[src/rtl/gpio_lk_pkg.sv]
package gpio_lk_pkg;
  localparam int OFS_DIN    = 'h04;
  localparam int OFS_MODE1  = 'h08;
  localparam int OFS_MODE0  = 'h0C;
  localparam int OFS_DSET   = 'h14;
  localparam int OFS_DCLR   = 'h18;
  localparam int OFS_M1CLR  = 'h50;
  localparam int OFS_M0SET  = 'h54;
  localparam int OFS_M0CLR  = 'h58;
  localparam int OFS_LOCK   = 'h80;
  localparam logic [15:0] LOCK_KEY  = 16'hD42F;
  localparam logic [15:0] LOCK_FREE = 16'h0000;
  localparam int LOCK_STAT_BIT = 31;
endpackage

[src/rtl/gpio_sync.sv]
module gpio_sync #(
  parameter int W = 32
) (
  input  logic         clk_i,
  input  logic         rst_ni,
  input  logic [W-1:0] d_i,
  output logic [W-1:0] q_o
);
  logic [W-1:0] meta_q, stab_q;

  always_ff @(posedge clk_i or negedge rst_ni) begin
    if (!rst_ni) begin
      meta_q <= '0;
      stab_q <= '0;
    end else begin
      meta_q <= d_i;
      stab_q <= meta_q;
    end
  end

  assign q_o = stab_q;
endmodule

[src/rtl/gpio_lock_reg.sv]
module gpio_lock_reg
  import gpio_lk_pkg::*;
(
  input  logic        clk_i,
  input  logic        rst_ni,
  input  logic        wr_i,
  input  logic [15:0] key_i,
  output logic        active_o
);
  logic act_q;

  always_ff @(posedge clk_i or negedge rst_ni) begin
    if (!rst_ni)                           act_q <= 1'b0;
    else if (wr_i && key_i == LOCK_KEY)    act_q <= 1'b1;
    else if (wr_i && key_i == LOCK_FREE)   act_q <= 1'b0;
  end

  assign active_o = act_q;


  lock_take_chk: assert property (@(posedge clk_i) disable iff (!rst_ni)
    (wr_i && key_i == LOCK_KEY) |=> active_o);


  lock_free_chk: assert property (@(posedge clk_i) disable iff (!rst_ni)
    (wr_i && key_i == LOCK_FREE) |=> !active_o);


  lock_keep_chk: assert property (@(posedge clk_i) disable iff (!rst_ni)
    (wr_i && key_i != LOCK_KEY && key_i != LOCK_FREE) |=> $stable(active_o));
endmodule

[src/rtl/gpio_pad_drv.sv]
module gpio_pad_drv #(
  parameter int NPIN = 32
) (
  input  logic [NPIN-1:0] mode1_i,
  input  logic [NPIN-1:0] mode0_i,
  input  logic [NPIN-1:0] dout_i,
  output logic [NPIN-1:0] out_o,
  output logic [NPIN-1:0] oe_o
);
  for (genvar i = 0; i < NPIN; i++) begin : g_pin
    logic en, lvl;
    always_comb begin
      unique case ({mode1_i[i], mode0_i[i]})
        2'b00:   en = 1'b0;
        2'b01:   en = 1'b1;
        2'b10:   en = ~dout_i[i];
        default: en = dout_i[i];
      endcase
      // one-sided modes drive a fixed level
      lvl = mode1_i[i] ? mode0_i[i] : dout_i[i];
    end
    assign oe_o[i]  = en;
    assign out_o[i] = en & lvl;
  end
endmodule

[src/rtl/gpio_lockable.sv]
module gpio_lockable
  import gpio_lk_pkg::*;
#(
  parameter int NPIN = 32,
  parameter int AW   = 8
) (
  input  logic            clk_i,
  input  logic            rst_ni,
  input  logic [AW-1:0]   addr_i,
  input  logic            we_i,
  input  logic [31:0]     wdata_i,
  output logic [31:0]     rdata_o,
  input  logic [NPIN-1:0] pad_in_i,
  output logic [NPIN-1:0] pad_out_o,
  output logic [NPIN-1:0] pad_oe_o
);
  logic [NPIN-1:0] dout_q, mode1_q, mode0_q, din_s, wd;
  logic lock_act;

  assign wd = wdata_i[NPIN-1:0];

  logic wr_dset, wr_dclr, wr_mode1, wr_mode0, wr_m1clr, wr_m0set, wr_m0clr, wr_lock;
  assign wr_dset  = we_i && addr_i == AW'(OFS_DSET);
  assign wr_dclr  = we_i && addr_i == AW'(OFS_DCLR);
  assign wr_mode1 = we_i && addr_i == AW'(OFS_MODE1);
  assign wr_mode0 = we_i && addr_i == AW'(OFS_MODE0);
  assign wr_m1clr = we_i && addr_i == AW'(OFS_M1CLR);
  assign wr_m0set = we_i && addr_i == AW'(OFS_M0SET);
  assign wr_m0clr = we_i && addr_i == AW'(OFS_M0CLR);
  assign wr_lock  = we_i && addr_i == AW'(OFS_LOCK);

  gpio_lock_reg u_lock (
    .clk_i    (clk_i),
    .rst_ni   (rst_ni),
    .wr_i     (wr_lock),
    .key_i    (wdata_i[15:0]),
    .active_o (lock_act)
  );

  gpio_sync #(.W(NPIN)) u_sync (
    .clk_i  (clk_i),
    .rst_ni (rst_ni),
    .d_i    (pad_in_i),
    .q_o    (din_s)
  );

  always_ff @(posedge clk_i or negedge rst_ni) begin
    if (!rst_ni)      dout_q <= '0;
    else if (wr_dset) dout_q <= dout_q | wd;
    else if (wr_dclr) dout_q <= dout_q & ~wd;
  end

  always_ff @(posedge clk_i or negedge rst_ni) begin
    if (!rst_ni) begin
      mode1_q <= '0;
      mode0_q <= '0;
    end else if (lock_act) begin
      if (wr_mode1) mode1_q <= wd;
      if (wr_m1clr) mode1_q <= mode1_q & ~wd;
      if (wr_mode0) mode0_q <= wd;
      if (wr_m0set) mode0_q <= mode0_q | wd;
      if (wr_m0clr) mode0_q <= mode0_q & ~wd;
    end
  end

  gpio_pad_drv #(.NPIN(NPIN)) u_drv (
    .mode1_i (mode1_q),
    .mode0_i (mode0_q),
    .dout_i  (dout_q),
    .out_o   (pad_out_o),
    .oe_o    (pad_oe_o)
  );

  always_comb begin
    rdata_o = '0;
    if (addr_i == AW'(OFS_DIN))        rdata_o[NPIN-1:0] = din_s;
    else if (addr_i == AW'(OFS_MODE1)) rdata_o[NPIN-1:0] = mode1_q;
    else if (addr_i == AW'(OFS_MODE0)) rdata_o[NPIN-1:0] = mode0_q;
    else if (addr_i == AW'(OFS_LOCK))  rdata_o[LOCK_STAT_BIT] = lock_act;
  end


  mode_hold_chk: assert property (@(posedge clk_i) disable iff (!rst_ni)
    (!lock_act && (wr_mode1 || wr_mode0 || wr_m1clr || wr_m0set || wr_m0clr))
    |=> ($stable(mode1_q) && $stable(mode0_q)));


  dset_chk: assert property (@(posedge clk_i) disable iff (!rst_ni)
    wr_dset |=> ((dout_q & $past(wd)) == $past(wd)));


  dclr_chk: assert property (@(posedge clk_i) disable iff (!rst_ni)
    wr_dclr |=> ((dout_q & $past(wd)) == '0));


  in_hiz_chk: assert property (@(posedge clk_i) disable iff (!rst_ni)
    (pad_oe_o & ~mode1_q & ~mode0_q) == '0);


  out_quiet_chk: assert property (@(posedge clk_i) disable iff (!rst_ni)
    (pad_out_o & ~pad_oe_o) == '0);
endmodule

[config.mk]
export PLATFORM = sky130hd
export DESIGN_NAME = gpio_lockable
export DESIGN_NICKNAME = d
export VERILOG_FILES = /design/src/rtl/gpio_lk_pkg.sv /design/src/rtl/gpio_sync.sv /design/src/rtl/gpio_lock_reg.sv /design/src/rtl/gpio_pad_drv.sv /design/src/rtl/gpio_lockable.sv
export SDC_FILE = /design/constraint.sdc
export NUM_CORES = 1
export LEC_CHECK = 0
export BUFFER_PORTS_ARGS = -buffer_cell sky130_fd_sc_hd__buf_2
export CORE_ASPECT_RATIO = 0.7
export CORE_MARGIN = 5
export CORE_UTILIZATION = 55
export DETAILED_ROUTE_END_ITERATION = 10
export GPL_TIMING_DRIVEN = 0
export HOLD_SLACK_MARGIN = 0.08
export PLACE_DENSITY = 0.88
export SETUP_SLACK_MARGIN = 0.1
export SLEW_MARGIN = 20
export SYNTH_ARGS = -nofsm -noshare
export SYNTH_HDL_FRONTEND = slang
export SYNTH_SLANG_ARGS = --single-unit
[constraint.sdc]
create_clock -name clk_i -period 3.15 [get_ports clk_i]
set_input_delay 0.63 -clock clk_i [delete_from_list [all_inputs] [get_ports clk_i]]
set_output_delay 0.63 -clock clk_i [all_outputs]
set_load 0.01 [all_outputs]
==> results.md, run 1 <==
* Clock buffer depth at 2
* RSZ-0062 raised after global routing: true
* Worst setup path category: in -> out
* Slew Limit Fails at 0
* Largest family of logic cells by synthesized area: compound AO/OA/AOI/OAI gates
* Gpl congestion at 0.895
* Core area at 13,900 um2
* Synth Area in Compound Gates at 16.1%
* H-tree depth at 4
* Worst-margin pin slew at 0.698 ns
* Remaining Overflow, GRT at 0
* Synth Area in XOR/XNOR at 3.70%
* Rows at 36
* Final ANT Viol Nets at 0
* FF+latch count, synth at 161
* Final Hold Vio Count at 0
* WL/cell at 20.1 um
* WP data required at 2.52 ns
* Final Skew at 0.00579 ns
* Clk pin slew, worst setup/hold paths at 0.07 ns
* Final setup viols at 0
* Total power at 4470 uW
* Chip height at 110 um
* Max cap viols at 0
* Ranking of synthesized cells by area: dfrtp_1 52%, mux2i_1 4.1%, a222oi_1 4.0%
* Syn-to-layout area delta at 23.3%
* Clk sink count at 161
* Die X at 153 um
* Gr usage total at 26.0%
* Synth top cells by count: 161 x dfrtp_1, 43 x nand2b_1, 34 x nand2_1
* Syn_area_per_cell at 11.8 um2
* Clk_lat worst skew at 0.42 ns
* Max_slew headroom at 53.1%
* Adder-cell share of the synthesized area at 0%
* Min cycle time layout at 3.04 ns
* Port bufs at 169
* Vias in the first global route at 6,462
* Most common cell in the synthesized netlist: dfrtp_1
* Crit. End Element: primary output
* Final WL at 21.3 mm
* Die area at 16,700 um2
* Vias per cell at 5.78
* Ys async rst share at 100%
* CP Max Fanout at 10
* Syn Inst Count at 665
* Number of synthesized flops with an enable pin at 0
* Total leakage power at 0.00465 uW
* Status: complete, no violations
* Yosys warns at 0
* CTS tree: done
* 1st-iter DRT viols at 756
* # nets final at 932
* Initial core utilization at 56.2%
* Vias at 6,128
* CP arrival at 2.41 ns
* CP startpoint kind: input pin
* Worst IR drop on VDD at 0.322 mV
* Maximum clock rate at 329 MHz
* Hpwl dp at 14.5 mm
* Fraction of layout instances using a drive strength above 1 at 38.2%
* Power Dens Cells at 464 nW/um2
* DRT Pass-1 Iters at 10
* Simple logic cell fraction of the synthesized area at 12.4%
* # diodes at 0
* Pin count of the biggest net entering global routing at 102
* Area leader, netlist: dfrtp_1
* Unique cell type count in the Yosys netlist at 49
* Clock buffer count from CTS at 17
* Syn_nets at 740
* Multi-input logic area at 3220 um2
* Sequential area share after synthesis at 51.5%
* # DRC at 0
* Post-synthesis mux area share at 8.70%
* Worst hold path class: in -> async
* Initial antenna violation count at 0
* Final core utilization at 69.3%
* Register Area at 4030 um2
* Main synth FF type: dfrtp_1
* Root Buffer Master: clkbuf_16
* Synth Cell Area at 7820 um2
* Fill cells at 1,006
* Ports at 171
* First-pass GRT wire length at 34.2 mm
* Area share of the largest cell type after synthesis at 51.5%
* Period utilization at 96.3%
-- layout make-up --
type	count	area share [%]
Multi-Input combinational cell	395	33.4
Sequential cell	161	41.8
Buffer	76	5.33
Clock inverter	11	1.58
Tap cell	190	2.46
Inverter	33	1.28
Clock buffer	21	4.77
Timing Repair Buffer	173	9.37
-- layout by cell type, fill, tap and decap left out, drive strengths merged, types with 5 or more instances in the layout --
master / instances
nor3: 7
mux2: 32
buf: 230
a22o: 31
o211ai: 5
or4: 8
nand2b: 43
o221ai: 18
a222oi: 31
mux2i: 32
a21oi: 35
clkbuf: 40
nor4: 6
nand2: 34
o41a: 8
o21ai: 8
xnor2: 33
dfrtp: 161
inv: 35
or2b: 11
and2: 32
-- power breakdown --
group | internal, uW | switching (uW) | leakage (uW) | total [uW]
registers | 2110 | 12.2 | 0.00210 | 2120
clock network | 1300 | 859 | 0.000290 | 2160
logic | 59.7 | 134 | 0.00227 | 193
-- path summary, 6_finish.rpt --
check                      slack [ns]                          end                   startpoint  cells past startpoint
hold / removal                   0.14     u_sync.q_o[15]$_DFF_PN0_                       rst_ni                      1
hold reg to reg                  0.34     u_sync.q_o[14]$_DFF_PN0_  u_sync.meta_q[14]$_DFF_PN0_                      0
setup reg to reg                 1.02      mode1_q[30]$_DFFE_PN0P_  u_lock.active_o$_DFFE_PN0P_                      5
min in group clk_i               0.31   u_sync.meta_q[6]$_DFF_PN0_                  pad_in_i[6]                      1
max in group asynchronous        2.14  u_sync.meta_q[18]$_DFF_PN0_                       rst_ni                      2
setup / recovery                 0.11                  rdata_o[24]                    addr_i[0]                      8
-- layer usage --
metal  wire (um)  vias up  part of all wire (%)  GRT usage, %
li1            -     2756                     -             -
met1        9600     3036                    45          36.1
met2        9620      306                    45          40.9
met3        1820       30                   8.5          6.65
met4         240        0                   1.1          7.95
met5           0        -                     0             0
-- critical path, stage by stage --
cell	delay, ns
buf_2	0.11
or4_4	0.53
buf_6	0.16
nor3_2	0.30
clkbuf_4	0.33
a222oi_1	0.13
inv_1	0.08
buf_2	0.13
-- kinds of logic (layout without fill, tap and decap cells) --
logic type / count (synthesis) / after routing
DFF: 161 / 161
and+or+nand+nor: 156 / 156
AOI/OAI and AO/OA: 142 / 142
buffers and inverters: 109 / 314
muxes: 64 / 64
xor gates and xnor gates: 33 / 33
-- timing repair --
action | in CTS | in global routing
pin swaps | 1 | 2
setup buffers | 1 | 1
setup endpoints to repair | 32 | 32
hold buffers | 0 | 0
gates cloned | 0 | 0
resized for setup | 20 | 10
-- per-stage QoR --
step	worst slack, ns	area, um2	setup TNS [ns]	hold WS (ns)	cells
floorplan	0.338	7820	0	0.331	665
global placement	-0.962	8900	-167.26	0.331	1024
detailed placement	-0.570	8950	-15.40	0.335	1026
CTS	0.0932	9630	0	0.153	1059
global route	0.0747	9640	0	0.181	1060
finish	0.115	9640	0	0.143	1060
Power figures use the tool's default switching activity.
==> run 2, diff against run 1 <==
--- a/config.mk
+++ b/config.mk
@@ -6,14 +6,14 @@
 export NUM_CORES = 1
 export LEC_CHECK = 0
 export BUFFER_PORTS_ARGS = -buffer_cell sky130_fd_sc_hd__buf_2
-export CORE_ASPECT_RATIO = 0.7
+export CORE_ASPECT_RATIO = 0.9
 export CORE_MARGIN = 5
 export CORE_UTILIZATION = 55
 export DETAILED_ROUTE_END_ITERATION = 10
 export GPL_TIMING_DRIVEN = 0
 export HOLD_SLACK_MARGIN = 0.08
 export PLACE_DENSITY = 0.88
-export SETUP_SLACK_MARGIN = 0.1
+export SETUP_SLACK_MARGIN = 0.3
 export SLEW_MARGIN = 20
 export SYNTH_ARGS = -nofsm -noshare
 export SYNTH_HDL_FRONTEND = slang
==> run 2 against run 1 <==
Compared with the run above:
- power down 1.8%
- critical path depth up 1
- setup slack better by 0.17 ns
- combinational power up 4%
- count of clock-buffer cells in the layout down 3
- via count up 2.4%
- final cell count up 1.6%
- clock power down 4%
- largest power group is now sequential cells
- highest routed layer is now met5
- global-route usage up 0.13 points
- worst hold slack better by 0.019 ns
- sequential power about the same
- critical path type unchanged
==> results.md, run 2 (synthesis gave the netlist of run 1 again) <==
* Final Hold Vio Count at 0 (unchanged)
* RSZ-0062 raised after global routing: true
* Slew Limit Fails at 0 (unchanged)
* Initial antenna violation count at 4 (+4)
* Post-CTS Hold Fix Bufs at 0 (unchanged)
* Rows at 41 (+14%)
* Crit. End Element: primary output
* Multi-input logic area at 3260 um2 (+1.0%)
* Hpwl dp at 14.3 mm (-1.3%)
* Final Skew at 0.00900 ns (+0.00321 ns)
* H-tree depth at 4 (unchanged)
* Ports at 171 (unchanged)
* Worst hold path class: in -> async
* Power Dens Cells at 445 nW/um2 (-4.1%)
* Final ANT Viol Nets at 0 (unchanged)
* Chip height at 123 um (+12%)
* Clk sink count at 161 (unchanged)
* Vias in the first global route at 6,168 (-4.5%)
* Cells after DPL at 1,028 (+0.19%)
* TNS Setup at 0 ns (unchanged)
* Root Buffer Master: clkbuf_16
* Initial core utilization at 55.8% (-0.35 points)
* Worst setup path category: in -> out
* Crit-path cells: buf_6 -> or4_4 -> buf_8 -> nor4_4 -> buf_6 -> buf_8 -> a222oi_1 -> inv_1 -> buf_2
* Total leakage power at 0.00478 uW (+2.6%)
* Clk pin slew, worst setup/hold paths at 0.06 ns (about the same)
* Vias per cell at 5.83 (+0.80%)
* Min cycle time layout at 2.86 ns (-0.171 ns)
* Cell Count, Final, Fillers Out at 1,077 (+1.6%)
* Internal power at 3370 uW (-2.7%)
* Die X at 136 um (-11%)
* Fill cells at 1,004 (-0.20%)
* Max cap viols at 0 (unchanged)
* Pin count of the biggest net entering global routing at 85 (-17%)
* WP data required at 2.52 ns (about the same)
* Sequential share of power at 48.4% (+0.9 points)
* Clock buffer count from CTS at 17 (unchanged)
* Gr usage total at 26.1% (+0.13 points)
* Psw at 1020 uW (+1.5%)
* Vias at 6,276 (+2.4%)
* CP startpoint kind: input pin
* WL/cell at 19.9 um (-0.64%)
* DRT Pass-1 Iters at 6 (-4)
* Worst-margin pin slew at 0.840 ns (+0.142 ns)
* Clk pwr share at 47.1% (-1.1 points)
* Worst IR drop on VDD at 0.435 mV (+35%)
* CP delay by family, top: buffers and inverters
* First-pass GRT wire length at 33.1 mm (-3.3%)
* Register Area at 4030 um2 (unchanged)
* Worst path slowest cell: or4_4
* 1st-iter DRT viols at 710 (-6.1%)
* Syn-to-layout area delta at 26.3%
* Core area at 14,000 um2 (+0.62%)
* Die area at 16,700 um2 (-0.21%)
* Slowest Stage Delay on Critical Path at 0.53 ns (about the same)
* Commonest non-fill, non-tap cell in the layout: buf_2
* # DRC at 0 (unchanged)
* Period utilization at 90.9% (-5.4 points)
* CTS tree: done
* CP Max Fanout at 10 (unchanged)
* Commonest non-fill, non-tap cells in the layout: 175 x buf_2, 161 x dfrtp_1, 43 x nand2b_1, 38 x buf_4
* Sw Ratio at 23.2% (+0.75 points)
* CP arrival at 2.23 ns (-0.18 ns)
* CP bufs+invs at 6 (+1)
* # nets final at 942 (+1.1%)
* Clk_lat worst skew at 0.43 ns (about the same)
* Maximum clock rate at 349 MHz (+6.0%)
* Remaining Overflow, GRT at 0 (unchanged)
* Port bufs at 169 (unchanged)
* Fraction of layout instances using a drive strength above 1 at 39.3% (+1.2 points)
* Clock buffer depth at 2 (unchanged)
* Final WL at 21.5 mm (+0.95%)
* Max_slew headroom at 43.2% (-10 points)
* Final setup viols at 0 (unchanged)
* Logic gate share of total power at 4.5% (+0.2 points)
* Status: complete, no violations
* Gpl congestion at 0.929 (+3.8%)
-- run 2: timing repair --
| action | 4_1_cts | 5_1_grt |
|---|---|---|
| buffers inserted | 9 | 1 |
| pin swaps | 3 | 9 |
| cloned | 2 | 1 |
| resized for setup | 36 | 18 |
| setup endpoints to repair | 32 | 32 |
-- run 2: routing by layer --
metal  vias to the layer above  wire, um  GRT usage [%]
met5                         -        11              0
met1                      3100      8780           34.9
met4                         2       566           10.1
met2                       336     10200           41.2
met3                        53      1890           7.04
li1                       2785         -              -
-- run 2: metrics by stage --
stage	instance area (um2)	power, uW	hold slack, ns	util (%)	setup slack (ns)
6_report	9880	4390	0.162	70.5	0.286
3_5_place_dp	8940	2350	0.335	63.9	-0.434
2_1_floorplan	7820	2200	0.331	-	0.338
4_1_cts	9780	4410	0.191	69.8	0.286
5_1_grt	9880	4530	0.213	70.5	0.226
3_3_place_gp	8910	2340	0.332	63.6	-0.942
-- run 2: power by group through the flow --
stage               registers (uW)  clock network, uW  logic (uW)
floorplan                     2160                  0        41.9
global placement              2160                  0         177
detailed placement            2160                  0         186
CTS                           2120               2090         192
global route                  2130               2180         219
finish                        2120               2070         200
-- run 2: path summary, 6_finish.rpt --
check                                            start                    endpoint  slack [ns]  cells after the start
max in group asynchronous                       rst_ni    u_sync.q_o[16]$_DFF_PN0_        2.19                      2
min in group clk_i                         pad_in_i[8]  u_sync.meta_q[8]$_DFF_PN0_        0.30                      1
hold / removal                                  rst_ni     u_sync.q_o[3]$_DFF_PN0_        0.16                      1
hold reg to reg             u_sync.meta_q[4]$_DFF_PN0_     u_sync.q_o[4]$_DFF_PN0_        0.34                      0
setup / recovery                             addr_i[0]                  rdata_o[2]        0.29                      9
setup reg to reg           u_lock.active_o$_DFFE_PN0P_     mode1_q[27]$_DFFE_PN0P_        0.89                      5
-- run 2: area by class of cell --
class | instances | share of cell area (%)
Timing Repair Buffer | 183 | 10.4
Antenna cell | 4 | 0.101
Buffer | 76 | 6.03
Multi-Input combinational cell | 395 | 33.0
Clock buffer | 18 | 4.45
Sequential cell | 161 | 40.8
Inverter | 33 | 1.25
Clock inverter | 14 | 1.57
Tap cell | 193 | 2.44
==> run 3, diff against run 2 <==
--- a/config.mk
+++ b/config.mk
@@ -5,10 +5,10 @@
 export SDC_FILE = /design/constraint.sdc
 export NUM_CORES = 1
 export LEC_CHECK = 0
+export ABC_AREA = 1
 export BUFFER_PORTS_ARGS = -buffer_cell sky130_fd_sc_hd__buf_2
 export CORE_ASPECT_RATIO = 0.9
-export CORE_MARGIN = 5
-export CORE_UTILIZATION = 55
+export CORE_UTILIZATION = 56
 export DETAILED_ROUTE_END_ITERATION = 10
 export GPL_TIMING_DRIVEN = 0
 export HOLD_SLACK_MARGIN = 0.08
==> run 3 against run 2 <==
Compared with the run above:
- sequential power rose by 2%
- power is 2.1% higher
- via count rose by 35%
- area after synthesis is 9.9% higher
- first-iteration DRC count up 39%
- highest routed layer is now met4
- largest power group unchanged
- final cell count rose by 44%
==> results.md, run 3 <==
* Gpl congestion at 0.915 (-1.5%)
* Clk pin slew, worst setup/hold paths at 0.06 ns (about the same)
* Main synth FF type: dfrtp_1
* Max_slew headroom at 50.1% (+6.9 points)
* Fraction of layout instances using a drive strength above 1 at 21.0% (-18 points)
* R2R Path End: mode0_q[29]$_DFFE_PN0P_
* Fill cells at 1,158 (+15%)
* Die area at 15,900 um2 (-5.1%)
* Unique cell type count in the Yosys netlist at 25 (-49%)
* Slew Limit Fails at 0 (unchanged)
* Met3 Use GR at 6.84% (-0.19 points)
* Yosys warns at 0 (unchanged)
* CP Max Fanout at 10 (unchanged)
* Synth Area in Compound Gates at 5.25% (-11 points)
* Chip height at 120 um (-2.9%)
* Power Dens Cells at 434 nW/um2 (-2.5%)
* Register Area at 4030 um2 (unchanged)
* Worst r2r src: u_lock.active_o$_DFFE_PN0P_
* Total power at 4480 uW (+2.1%)
* Adder-cell share of the synthesized area at 0% (unchanged)
* Port bufs at 170 (+0.59%)
* Final Skew at 0.00865 ns (-0.000347 ns)
* Pin count of the biggest net entering global routing at 97 (+14%)
* Clock buffer count from CTS at 17 (unchanged)
* Syn-to-layout area delta at 20.3%
* Setup slack, reg-to-reg at 1.51 ns (+0.62 ns)
* Setup WS post-layout at 0.374 ns (+0.0881 ns)
* Commonest non-fill, non-tap cell in the layout: nand2_1
* Area share of the largest cell type after synthesis at 46.9% (-4.7 points)
* Gr usage total at 32.4% (+6.3 points)
* Commonest non-fill, non-tap cells in the layout: 368 x nand2_1, 200 x inv_1, 190 x buf_2, 161 x dfrtp_1, 133 x nand3_1
* Clock buffer depth at 2 (unchanged)
* Ports at 171 (unchanged)
* Clk_lat worst skew at 0.44 ns (about the same)
* GR peak layer: met2
* Post-CTS Hold Fix Bufs at 0 (unchanged)
* Initial core utilization at 57.8% (+2.0 points)
* Synth Cell Area at 8600 um2 (+9.9%)
* Clk sink count at 161 (unchanged)
* Vias per cell at 5.47 (-6.1%)
* Total leakage power at 0.00575 uW (+20%)
* Multi-input logic area at 3310 um2 (+1.7%)
* Worst-margin pin slew at 0.749 ns (-0.0911 ns)
* Most common cell in the synthesized netlist: nand2_1
* Simple logic cell fraction of the synthesized area at 29.9% (+17 points)
* Depth of the worst register-to-register path at 5 (unchanged)
* Vias at 8,479 (+35%)
* Sequential area share after synthesis at 46.9% (-4.7 points)
* CTS tree: done
* Min cycle time layout at 2.78 ns (-0.0881 ns)
* Rows at 42 (+2.4%)
* First-pass GRT wire length at 39.5 mm (+19%)
* Core area at 14,900 um2 (+6.2%)
* RSZ-0062 raised after global routing: false
* Ranking of synthesized cells by area: dfrtp_1 47%, nand2_1 16%, inv_1 8.7%
* Synth top cells by count: 368 x nand2_1, 200 x inv_1, 161 x dfrtp_1
* Period utilization at 88.1% (-2.8 points)
* Max cap viols at 0 (unchanged)
* Cells after DPL at 1,516 (+47%)
* Initial antenna violation count at 2 (-2)
* Cell Count, Final, Fillers Out at 1,550 (+44%)
* CP startpoint kind: input pin
* Remaining Overflow, GRT at 0 (unchanged)
* Met2 Use GR at 49.2% (+8.1 points)
* Largest family of logic cells by synthesized area: simple AND/OR/NAND/NOR gates
* Root Buffer Master: clkbuf_16
* # DRC at 0 (unchanged)
* Postcts setup bufs at 0 (-9)
* Number of synthesized flops with an enable pin at 0 (unchanged)
* Final setup viols at 0 (unchanged)
* Syn_nets at 1,222 (+65%)
* Vias in the first global route at 7,952 (+29%)
* Maximum clock rate at 360 MHz (+3.2%)
* Placement Setup Slack at 0.168 ns (+0.602 ns)
* Syn_area_per_cell at 7.50 um2 (-36%)
* # nets final at 1,412 (+50%)
* Area leader, netlist: dfrtp_1
* CP arrival at 2.15 ns (-0.08 ns)
* Synth Area in XOR/XNOR at 3.26% (-0.44 points)
* DRT Pass-1 Iters at 6 (unchanged)
* 1st-iter DRT viols at 988 (+39%)
* Worst setup path category: in -> out
* Syn Inst Count at 1,147 (+72%)
* Final ANT Viol Nets at 0 (unchanged)
* Ys async rst share at 100% (unchanged)
* FF+latch count, synth at 161 (unchanged)
* Final WL at 24.5 mm (+14%)
* Post-synthesis mux area share at 0% (-8.7 points)
* Final Hold Vio Count at 0 (unchanged)
* WL/cell at 15.8 um (-21%)
* H-tree depth at 4 (unchanged)
* Worst IR drop on VDD at 0.390 mV (-10%)
* Crit. End Element: primary output
* WP data required at 2.52 ns (about the same)
* Routing usage on met1 at 43.8% (+9.0 points)
* Die X at 133 um (-2.3%)
* Worst hold path class: in -> async
* Hpwl dp at 16.9 mm (+18%)
* Status: complete, no violations
==> run 3: cell types whose count changed in the layout (fill, tap and decap cells not counted), moves of 26 or more <==
| cell | change |
|---|---|
| mux2_2 | -26 |
| nand4_1 | +39 |
| xor2_1 | +31 |
| mux2i_1 | -32 |
| xnor2_1 | -32 |
| inv_1 | +167 |
| nand2b_1 | -43 |
| nand3_1 | +132 |
| and2_1 | -32 |
| nand2_1 | +335 |
| a22o_1 | -31 |
| nor2_1 | +38 |
| a21oi_2 | -30 |
| a222oi_1 | -31 |
==> run 3: worst max path at each step <==
stage | cells past startpoint | startpoint | slack, ns | to
after CTS | 8 | addr_i[1] | 0.26 | rdata_o[13]
after detailed placement | 10 | addr_i[5] | 0.17 | rdata_o[13]
after global placement | 1 | rst_ni | -0.95 | u_sync.q_o[20]$_DFF_PN0_
after global routing | 10 | addr_i[5] | 0.30 | rdata_o[9]
after floorplan | 7 | addr_i[5] | 0.82 | rdata_o[20]
final | 8 | addr_i[1] | 0.37 | rdata_o[13]
==> run 3: kinds of logic (layout without fill, tap and decap cells) <==
kind of cell	count (synthesis)	after routing
other cells	0	2
compound gates	65	65
buf+inv	290	493
xor+xnor	32	32
simple gates	599	599
flops	161	161
==> run 3: area by class of cell <==
type / count / area share [%]
clock inverters: 13 / 1.20
multi-input cells: 696 / 32.0
inverters: 202 / 7.33
clock buffers: 19 / 4.38
plain buffers: 88 / 5.07
repair buffers: 171 / 8.59
diodes: 2 / 0.0484
flip-flops and latches: 161 / 39.0
well taps: 198 / 2.40
==> run 3: per-layer routing <==
layer,routed length [um],share of wire (%)
met1,10000,41
met2,11200,46
met3,2450,10
met4,879,3.6
met5,0,0
==> run 3: worst max-delay path, stage by stage <==
cell,delay [ns]
buf_2,0.11
nor2_4,0.19
inv_1,0.10
nor2_2,0.15
nand2_1,0.15
clkbuf_2,0.27
o211ai_1,0.34
buf_2,0.19
==> run 3: per-stage QoR <==
step / hold slack, ns / util (%) / area, um2 / setup TNS, ns
2_1_floorplan: 0.331 / - / 8600 / 0
3_3_place_gp: 0.332 / 65.2 / 9700 / -150.56
3_5_place_dp: 0.335 / 65.4 / 9730 / 0
4_1_cts: 0.243 / 69.4 / 10300 / 0
5_1_grt: 0.247 / 69.5 / 10300 / 0
6_report: 0.192 / 69.5 / 10300 / 0
==> run 3: power by group <==
part / switching [uW] / internal [uW]
registers: 29.8 / 2140
logic: 196 / 81.7
clock network: 892 / 1140
total: 1120 / 3370
==> run 3: repair_timing <==
| action | 4_1_cts | 5_1_grt |
|---|---|---|
| endpoints found under the setup margin | 21 | 30 |
| resized for setup | 5 | 11 |
| gates cloned | 0 | 0 |
